[src/rtl/cmp_pkg.sv]
package cmp_pkg;
  localparam int MODE_W = 4;
  localparam int ADDR_W = 2;

  localparam logic [ADDR_W-1:0] A_CMPVAL = 2'd0;
  localparam logic [ADDR_W-1:0] A_MODE   = 2'd1;
  localparam logic [ADDR_W-1:0] A_FLGCLR = 2'd2;

  localparam logic [MODE_W-1:0] M_SET_HI = 4'b1000;
  localparam logic [MODE_W-1:0] M_SET_LO = 4'b1001;
  localparam logic [MODE_W-1:0] M_FLAG   = 4'b1010;
  localparam logic [MODE_W-1:0] M_SPEVT  = 4'b1011;

  function automatic logic is_drive(input logic [MODE_W-1:0] m);
    return m[3:1] == 3'b100;
  endfunction

  function automatic logic is_cmp(input logic [MODE_W-1:0] m);
    return m[3:2] == 2'b10;
  endfunction
endpackage

[src/rtl/cmp_regs.sv]
module cmp_regs
  import cmp_pkg::*;
#(
  parameter int TMR_W = 16
) (
  input  logic              clk,
  input  logic              rst,
  input  logic              wr_en,
  input  logic [ADDR_W-1:0] wr_addr,
  input  logic [TMR_W-1:0]  wr_data,
  output logic [TMR_W-1:0]  cmp_val,
  output logic [MODE_W-1:0] mode_q,
  output logic              mode_wr,
  output logic [MODE_W-1:0] mode_new,
  output logic              flag_clr
);
  logic cmp_wr;

  always_comb begin
    cmp_wr   = wr_en && (wr_addr == A_CMPVAL);
    mode_wr  = wr_en && (wr_addr == A_MODE);
    flag_clr = wr_en && (wr_addr == A_FLGCLR);
    mode_new = wr_data[MODE_W-1:0];
  end

  always_ff @(posedge clk) begin
    if (rst) begin
      cmp_val <= '1;
      mode_q  <= '0;
    end else begin
      if (cmp_wr)  cmp_val <= wr_data;
      if (mode_wr) mode_q  <= mode_new;
    end
  end

  // a write to an unused address leaves the mode alone
  assert_addr3_no_mode_R12: assert property (@(posedge clk) disable iff (rst)
    (wr_en && wr_addr == 2'd3) |=> $stable(mode_q));
endmodule

[src/rtl/cmp_match.sv]
module cmp_match #(
  parameter int TMR_W = 16
) (
  input  logic             clk,
  input  logic             rst,
  input  logic [TMR_W-1:0] tmr_val,
  input  logic [TMR_W-1:0] cmp_val,
  output logic             match
);
  logic eq, eq_q;

  always_comb begin
    eq    = (tmr_val == cmp_val);
    match = eq && !eq_q;
  end

  always_ff @(posedge clk) begin
    if (rst) eq_q <= 1'b0;
    else     eq_q <= eq;
  end

  assert_single_match_R2: assert property (@(posedge clk) disable iff (rst)
    match |=> !match);
endmodule

[src/rtl/cmp_pin.sv]
module cmp_pin
  import cmp_pkg::*;
(
  input  logic              clk,
  input  logic              rst,
  input  logic [MODE_W-1:0] mode_q,
  input  logic              mode_wr,
  input  logic [MODE_W-1:0] mode_new,
  input  logic              match,
  input  logic              port_latch,
  input  logic              pin_dir_out,
  output logic              pin_drv,
  output logic              pin_oe
);
  logic              drv_q, drv_nxt;
  logic [MODE_W-1:0] mode_eff;
  logic              entering;

  always_comb begin
    mode_eff = mode_wr ? mode_new : mode_q;
    entering = mode_wr && is_drive(mode_new) && !is_drive(mode_q);
    drv_nxt  = drv_q;
    if (match && mode_q == M_SET_HI) drv_nxt = 1'b1;
    if (match && mode_q == M_SET_LO) drv_nxt = 1'b0;
    if (entering)                    drv_nxt = 1'b0;
  end

  always_ff @(posedge clk) begin
    if (rst) begin
      drv_q   <= 1'b0;
      pin_drv <= 1'b0;
      pin_oe  <= 1'b0;
    end else begin
      drv_q   <= drv_nxt;
      pin_drv <= is_drive(mode_eff) ? drv_nxt : port_latch;
      pin_oe  <= pin_dir_out;
    end
  end

  assert_entry_low_R5: assert property (@(posedge clk) disable iff (rst)
    (mode_wr && is_drive(mode_new) && !is_drive(mode_q)) |=> !pin_drv);
  assert_hi_on_match_R3: assert property (@(posedge clk) disable iff (rst)
    (match && mode_q == M_SET_HI && !mode_wr) |=> pin_drv);
  assert_lo_on_match_R4: assert property (@(posedge clk) disable iff (rst)
    (match && mode_q == M_SET_LO && !mode_wr) |=> !pin_drv);
  assert_latch_follow_R8: assert property (@(posedge clk) disable iff (rst)
    (!is_drive(mode_q) && !mode_wr) |=> (pin_drv == $past(port_latch)));
  assert_oe_follow_R11: assert property (@(posedge clk) disable iff (rst)
    1'b1 |=> (pin_oe == $past(pin_dir_out)));
endmodule

[src/rtl/cmp_out_unit.sv]
module cmp_out_unit
  import cmp_pkg::*;
#(
  parameter int TMR_W = 16
) (
  input  logic              clk,
  input  logic              rst,
  input  logic [TMR_W-1:0]  tmr_val,
  input  logic              wr_en,
  input  logic [ADDR_W-1:0] wr_addr,
  input  logic [TMR_W-1:0]  wr_data,
  input  logic              port_latch,
  input  logic              pin_dir_out,
  input  logic              conv_en,
  output logic              pin_drv,
  output logic              pin_oe,
  output logic              irq_flag,
  output logic              evt_pulse,
  output logic              conv_start
);
  logic [TMR_W-1:0]  cmp_val;
  logic [MODE_W-1:0] mode_q, mode_new;
  logic              mode_wr, flag_clr, match, spev;

  cmp_regs #(.TMR_W(TMR_W)) u_regs (
    .clk(clk), .rst(rst), .wr_en(wr_en), .wr_addr(wr_addr), .wr_data(wr_data),
    .cmp_val(cmp_val), .mode_q(mode_q), .mode_wr(mode_wr),
    .mode_new(mode_new), .flag_clr(flag_clr)
  );

  cmp_match #(.TMR_W(TMR_W)) u_match (
    .clk(clk), .rst(rst), .tmr_val(tmr_val), .cmp_val(cmp_val), .match(match)
  );

  cmp_pin u_pin (
    .clk(clk), .rst(rst), .mode_q(mode_q), .mode_wr(mode_wr),
    .mode_new(mode_new), .match(match), .port_latch(port_latch),
    .pin_dir_out(pin_dir_out), .pin_drv(pin_drv), .pin_oe(pin_oe)
  );

  always_comb spev = match && (mode_q == M_SPEVT);

  always_ff @(posedge clk) begin
    if (rst) begin
      irq_flag   <= 1'b0;
      evt_pulse  <= 1'b0;
      conv_start <= 1'b0;
    end else begin
      if (match && is_cmp(mode_q)) irq_flag <= 1'b1;
      else if (flag_clr)           irq_flag <= 1'b0;
      evt_pulse  <= spev;
      conv_start <= spev && conv_en;
    end
  end

  assert_flag_on_match_R7: assert property (@(posedge clk) disable iff (rst)
    (match && is_cmp(mode_q)) |=> irq_flag);
  assert_flag_wins_R10: assert property (@(posedge clk) disable iff (rst)
    (match && is_cmp(mode_q) && flag_clr) |=> irq_flag);
  assert_evt_one_cycle_R9: assert property (@(posedge clk) disable iff (rst)
    evt_pulse |=> !evt_pulse);
  assert_conv_needs_evt_R9: assert property (@(posedge clk) disable iff (rst)
    conv_start |-> evt_pulse);
endmodule

[config.mk]
export PLATFORM = sky130hd
export DESIGN_NAME = cmp_out_unit
export DESIGN_NICKNAME = d
export VERILOG_FILES = /design/src/rtl/cmp_pkg.sv /design/src/rtl/cmp_regs.sv /design/src/rtl/cmp_match.sv /design/src/rtl/cmp_pin.sv /design/src/rtl/cmp_out_unit.sv
export SDC_FILE = /design/constraint.sdc
export NUM_CORES = 1
export LEC_CHECK = 0
export BUFFER_PORTS_ARGS = -buffer_cell sky130_fd_sc_hd__buf_4
export CAP_MARGIN = 20
export CORE_MARGIN = 10
export CORE_UTILIZATION = 35
export DETAILED_ROUTE_END_ITERATION = 10
export MAX_ROUTING_LAYER = met4
export PLACE_DENSITY = 0.61
export SLEW_MARGIN = 20
export SYNTH_ARGS = -nofsm -noshare
export SYNTH_HDL_FRONTEND = slang
export SYNTH_SLANG_ARGS = --single-unit
[constraint.sdc]
create_clock -name clk -period 2.3 [get_ports clk]
set_input_delay 0.23 -clock clk [delete_from_list [all_inputs] [get_ports clk]]
set_output_delay 0.23 -clock clk [all_outputs]
set_load 0.02 [all_outputs]
-- Word level (Yosys, flattened, before mapping)
Cells that the tools add are included.
- equal/unequal tests: 10
- muxes and demuxes: 7
- reduce and logical (&&, ||, !) cells: 15
- operator list (operator ; number):
    16-bit equality test ; 1
    4-bit equality test (second input constant) ; 3
    1-bit logical AND ; 11
    3-bit equality test (second input constant) ; 3
    1-bit two-way mux ; 6
    2-bit equality test (second input constant) ; 2
    4-bit two-way mux ; 1
    2-bit by 1-bit equality test with 1-bit output (second input constant) ; 1
    1-bit logical NOT ; 2
    2-bit logical NOT ; 1
    2-bit nonzero test ; 1
- register bits: 27
- input bits: 40
- output and inout bits: 5
- logic and storage cells: 42

-- Depth between registers and ports, before layout
- depth in word-level cells: 7
- gate-level depth with buffers: 6
- depth with buffers taken out: 6

-- Hierarchy
From an unflattened synthesis, not the netlist that was laid out.
- cell total of the unflattened synthesis: 142
- area, all modules: 1348.8 µm²
- by module, submodules not included (module ; instances ; cells each ; area each (µm²) ; seq. area each (µm²)):
    cmp_regs ; 1 ; 94 ; 884.6 ; 400.4
    cmp_match ; 1 ; 24 ; 198.9 ; 20.0
    cmp_pin ; 1 ; 15 ; 150.1 ; 60.1
    cmp_out_unit ; 1 ; 9 ; 115.1 ; 60.1

-- Worst setup path before layout
OpenSTA, ideal clock, no wires.
- path kind: register to register
- from: register u_regs.cmp_val[9]
- to: register conv_start
- setup time: 0.059 ns
- arrival time: 1.589 ns
- required time: 2.241 ns
- path slack: 0.652 ns
- stages on the path, launching flop included: 7
- buffers on the path: 0
- clock period less this slack: 1.648 ns
- cell sequence: dfxtp_1 > xor2_1 > nor4_1 > nand4_1 > or3_4 > nor4b_4 > and2_1
- cells in the longest elaborated chain, start to end: 4
- ends and longest elaborated chain (element ; RTL line ; RTL):
    start, declared ; cmp_regs.sv:11 ; output logic [TMR_W-1:0] cmp_val,
    start signal, assigned ; cmp_regs.sv:31 ; if (cmp_wr) cmp_val <= wr_data;
    16-bit equality test ; cmp_match.sv:13 ; eq = (tmr_val == cmp_val);
    1-bit logical AND ; cmp_match.sv:14 ; match = eq && !eq_q;
    1-bit logical AND ; cmp_out_unit.sv:41 ; always_comb spev = match && (mode_q == M_SPEVT);
    1-bit logical AND ; cmp_out_unit.sv:52 ; conv_start <= spev && conv_en;
    end signal, assigned ; cmp_out_unit.sv:52 ;
    end, declared ; cmp_out_unit.sv:19 ; output logic conv_start
Every way passes these cells.
A chain may end at the register's enable or synchronous reset.

-- Worst setup path in the final report
- from: register u_regs.cmp_val[11]
- to: register conv_start
Same word-level chain as after synthesis.

==> flow_summary.rst <==
.. list-table::
   :header-rows: 1

   * - Metric
     - Value
   * - Result of the run
     - complete, no violations
   * - Detailed-route wire length
     - between 2000 and 3000 um
   * - Maximum number of buffers from clock root to sink
     - 2
   * - Area of the mapped netlist
     - 1190 um2
   * - Library cell contributing the largest single delay on the critical path
     - or3_4
   * - Type of the tightest min-delay check
     - input pin to flop
   * - Top post-synthesis cells by count
     - 27 x dfxtp_1, 18 x nor2b_1, 16 x a211o_1, 16 x xor2_1, 6 x nor2_1
   * - H-tree depth
     - 1
   * - Startpoint of the worst-slack reg-to-reg timing path
     - u_regs.cmp_val[11]$_SDFFE_PP1P_
   * - Synth unique cells
     - 25
   * - Overall die width
     - 78.4 um
   * - Classification of the worst setup path
     - flop to flop
   * - Remaining antenna violation count after routing
     - 0
   * - CTS tree
     - yes
   * - Post-layout nets
     - 201
   * - Post-detail-place hpwl
     - 2230 um
   * - Number of violations reported at the end of detailed-routing iteration 0
     - 39
   * - Hold violation total from the final report
     - 0
   * - Share of total power in sequential cells
     - 58.6%
   * - Number of buffers created by CTS
     - 3
   * - Initial Utilization
     - 36.1%
   * - Clock Skews
     - 3.80 ps
   * - Crit path arrival time
     - 2180 ps
   * - Worst setup SP type
     - flop
   * - RSZ-0062 raised after global routing
     - no
   * - Count of inserted antenna diode cells
     - 0
   * - Ordered list of cells on the worst path
     - xor2_1, nor4_1, nand4_1, or3_4, nor4b_4, and2_1
   * - Sw frac
     - 24.8%
   * - Proportion of layout cells with a drive suffix above 1
     - 33.1%
   * - Largest net degree at the start of global routing
     - 33
   * - Reg-to-Reg End
     - conv_start$_SDFF_PP0_
   * - Final min period
     - 1900 ps
   * - Mapped Avg Cell Area
     - a little over 10 um2
   * - First-pass GRT wire length
     - 4440 um
   * - Post-place instance area
     - 1570 um2
   * - Internal Pwr Total
     - between 0.6 and 0.7 mW
   * - Area used by multi-input combinational logic
     - 627 um2
   * - Routability congestion estimate
     - 0.670
   * - Leak
     - roughly 0.65 nW
   * - Setup violators final
     - 0
   * - Number of inserted filler cells in the final layout
     - 339
   * - Maximum single-stage delay on the critical path
     - 430 ps
   * - Vias
     - 948
   * - Actual slew at the worst max-slew pin
     - 359 ps
   * - Synth-to-Final Area Change
     - 34.1%
   * - Mapped Nets
     - 157
   * - Depth of the worst register-to-register path
     - 6
   * - Site Rows
     - 21
   * - Top area cells in the synthesized netlist
     - dfxtp_1 45%, a211o_1 12%, xor2_1 12%
   * - Number of flip-flops and latches in the synthesized netlist
     - 27
   * - Clk network pwr share
     - around 25%
   * - Combinational fraction of design power
     - around 17%
   * - Peak supply drop
     - roughly 0.27 mV
   * - Resized Gates After CTS
     - 0
   * - Share of the synthesized area in the top cell type
     - between 40% and 50%
   * - Clock-pin slew on the worst setup and hold paths
     - 150 ps
   * - Global-route congestion overflow total
     - 0
   * - Final TNS setup
     - 0 ps
   * - Buffering stage count on the worst path with inverters included
     - 0
   * - Total track usage
     - 9.12%
   * - Worst EP required
     - 2580 ps
   * - CTS root buffer
     - clkbuf_4
   * - Post-synth EDFFs
     - 0
   * - Gate count after technology mapping
     - approximately 120
   * - Critical hold path startpoint
     - wr_data[8]
   * - First drt pass iteration count
     - 3
   * - Switching power summed over all nets
     - 0.211 mW
   * - Combined flip-flop and latch cell area
     - 541 um2
   * - Post-route clock period utilization
     - 82.4%
   * - CTS Hold Buffers Added
     - 0
   * - Routed length per placed instance
     - 13.5 um
   * - Number of clock sinks seen by CTS
     - 27
   * - # IOs
     - 45
   * - FF-to-FF setup slack
     - ~400 ps
   * - Number of global-route vias before repair
     - 1001
   * - Vias per cell
     - 4.60
   * - Element type at the critical path end
     - flop
   * - Antenna violations before repair
     - 0
   * - Primary flip-flop cell chosen by synthesis mapping
     - dfxtp_1
   * - Share of synthesized flip-flops with an asynchronous set or reset
     - 0%
   * - Portion of the post-synthesis area used by sequential elements
     - between 40% and 50%
   * - Die area
     - ~6100 um2
   * - Clk_lat worst skew
     - about 320 ps
   * - Pwr per Cell Area
     - 530 nW/um2
   * - Cell type with the highest aggregate area in the netlist
     - dfxtp_1
   * - Hold Crit Depth
     - 2
   * - Rel. slew slack
     - roughly 76%
   * - Count of final max-slew check failures
     - 0
   * - Core Area
     - 3310 um2
   * - Total DRC errors in the routed layout
     - 0
   * - Post-CTS setup buffers
     - 0
   * - Max-cap violations
     - 0
   * - Maximum net fanout on the critical path
     - 3
   * - Most numerous cell in the Yosys netlist
     - dfxtp_1
   * - Top achievable clock speed
     - 527 MHz
   * - Number of warnings printed during yosys synthesis
     - 0
   * - Port-buffer cells
     - 44
   * - Cell family with most CP delay
     - simple AND/OR/NAND/NOR gates
   * - Worst Hold End
     - u_regs.cmp_val[8]$_SDFFE_PP1P_
   * - Vertical extent of the die
     - 78.4 um
   * - Post-Layout Inst Area
     - 1600 um2
worst max path at each step:
stage	from	end	slack (ps)	depth (start not counted)
floorplan	u_regs.cmp_val[9]$_SDFFE_PP1P_	conv_start$_SDFF_PP0_	650	6
global placement	tmr_val[6]	conv_start$_SDFF_PP0_	390	7
detailed placement	tmr_val[11]	conv_start$_SDFF_PP0_	350	7
CTS	u_regs.cmp_val[11]$_SDFFE_PP1P_	conv_start$_SDFF_PP0_	360	6
global route	u_regs.cmp_val[11]$_SDFFE_PP1P_	conv_start$_SDFF_PP0_	290	6
finish	u_regs.cmp_val[11]$_SDFFE_PP1P_	conv_start$_SDFF_PP0_	400	6
power by group through the flow:
| stage | Sequential (mW) | Clock (mW) | Combinational (mW) |
|---|---|---|---|
| final | 0.497 | 0.210 | 0.141 |
| after global routing | 0.501 | 0.242 | 0.154 |
| after CTS | 0.498 | 0.216 | 0.142 |
| after detailed placement | 0.508 | 0 | 0.142 |
| after global placement | 0.507 | 0 | 0.139 |
| after floorplan | 0.508 | 0 | 0.0690 |
cell type report:
cell class                 count  share of cell area, %
clock buffer                   3                   1.41
clock inverter                 1                  0.469
inverter                       2                  0.469
multi-input combinational     82                   39.2
sequential                    27                   33.8
tap                           46                   3.60
timing repair buffer          45                   21.1
layer usage:
metal	GRT usage, %	share of wire, %
met1	9.83	42
met5	-	0
met4	3.23	0.58
met3	4.67	8.7
met2	14.1	49
metrics by stage:
step | util (%) | instances | total power [mW] | worst slack, ps | hold WS (ps)
finish | 48.3 | 206 | 0.849 | 404 | 91.2
global route | 48.3 | 206 | 0.897 | 288 | 67.3
CTS | 48.3 | 206 | 0.856 | 355 | 83.2
detailed placement | 47.4 | 202 | 0.650 | 349 | 436
global placement | 47.4 | 202 | 0.646 | 392 | 431
floorplan | - | 117 | 0.577 | 652 | 348
registers in the layout, indices dropped and copies added, names as in the netlist:
name            flops
u_pin.pin_drv       1
evt_pulse           1
u_regs.mode_q       4
u_pin.pin_oe        1
u_match.eq_q        1
irq_flag            1
u_pin.drv_q         1
u_regs.cmp_val     16
conv_start          1
cells in the final DEF, fill, tap and decap left out, types with 2 or more instances in the layout:
cell,netlist,routed
nor4_1,4,4
inv_1,2,2
xor2_1,16,16
nor2b_1,18,18
clkbuf_4,0,3
buf_4,0,45
a21oi_1,2,2
nor2_1,6,6
mux2i_1,5,5
a211o_1,16,16
dfxtp_1,27,27
nand3b_1,2,2
logic make-up (layout without fill, tap and decap cells):
family | count (synthesis) | count (layout) | share of synthesized area [%]
and+or+nand+nor | 41 | 41 | 22.2
DFF | 27 | 27 | 45.3
AOI/OAI and AO/OA | 20 | 20 | 13.9
xor gates and xnor gates | 16 | 16 | 11.7
buffers and inverters | 8 | 51 | 2.62
muxes | 5 | 5 | 4.19
Note: power is estimated with default switching activity, not from simulation.
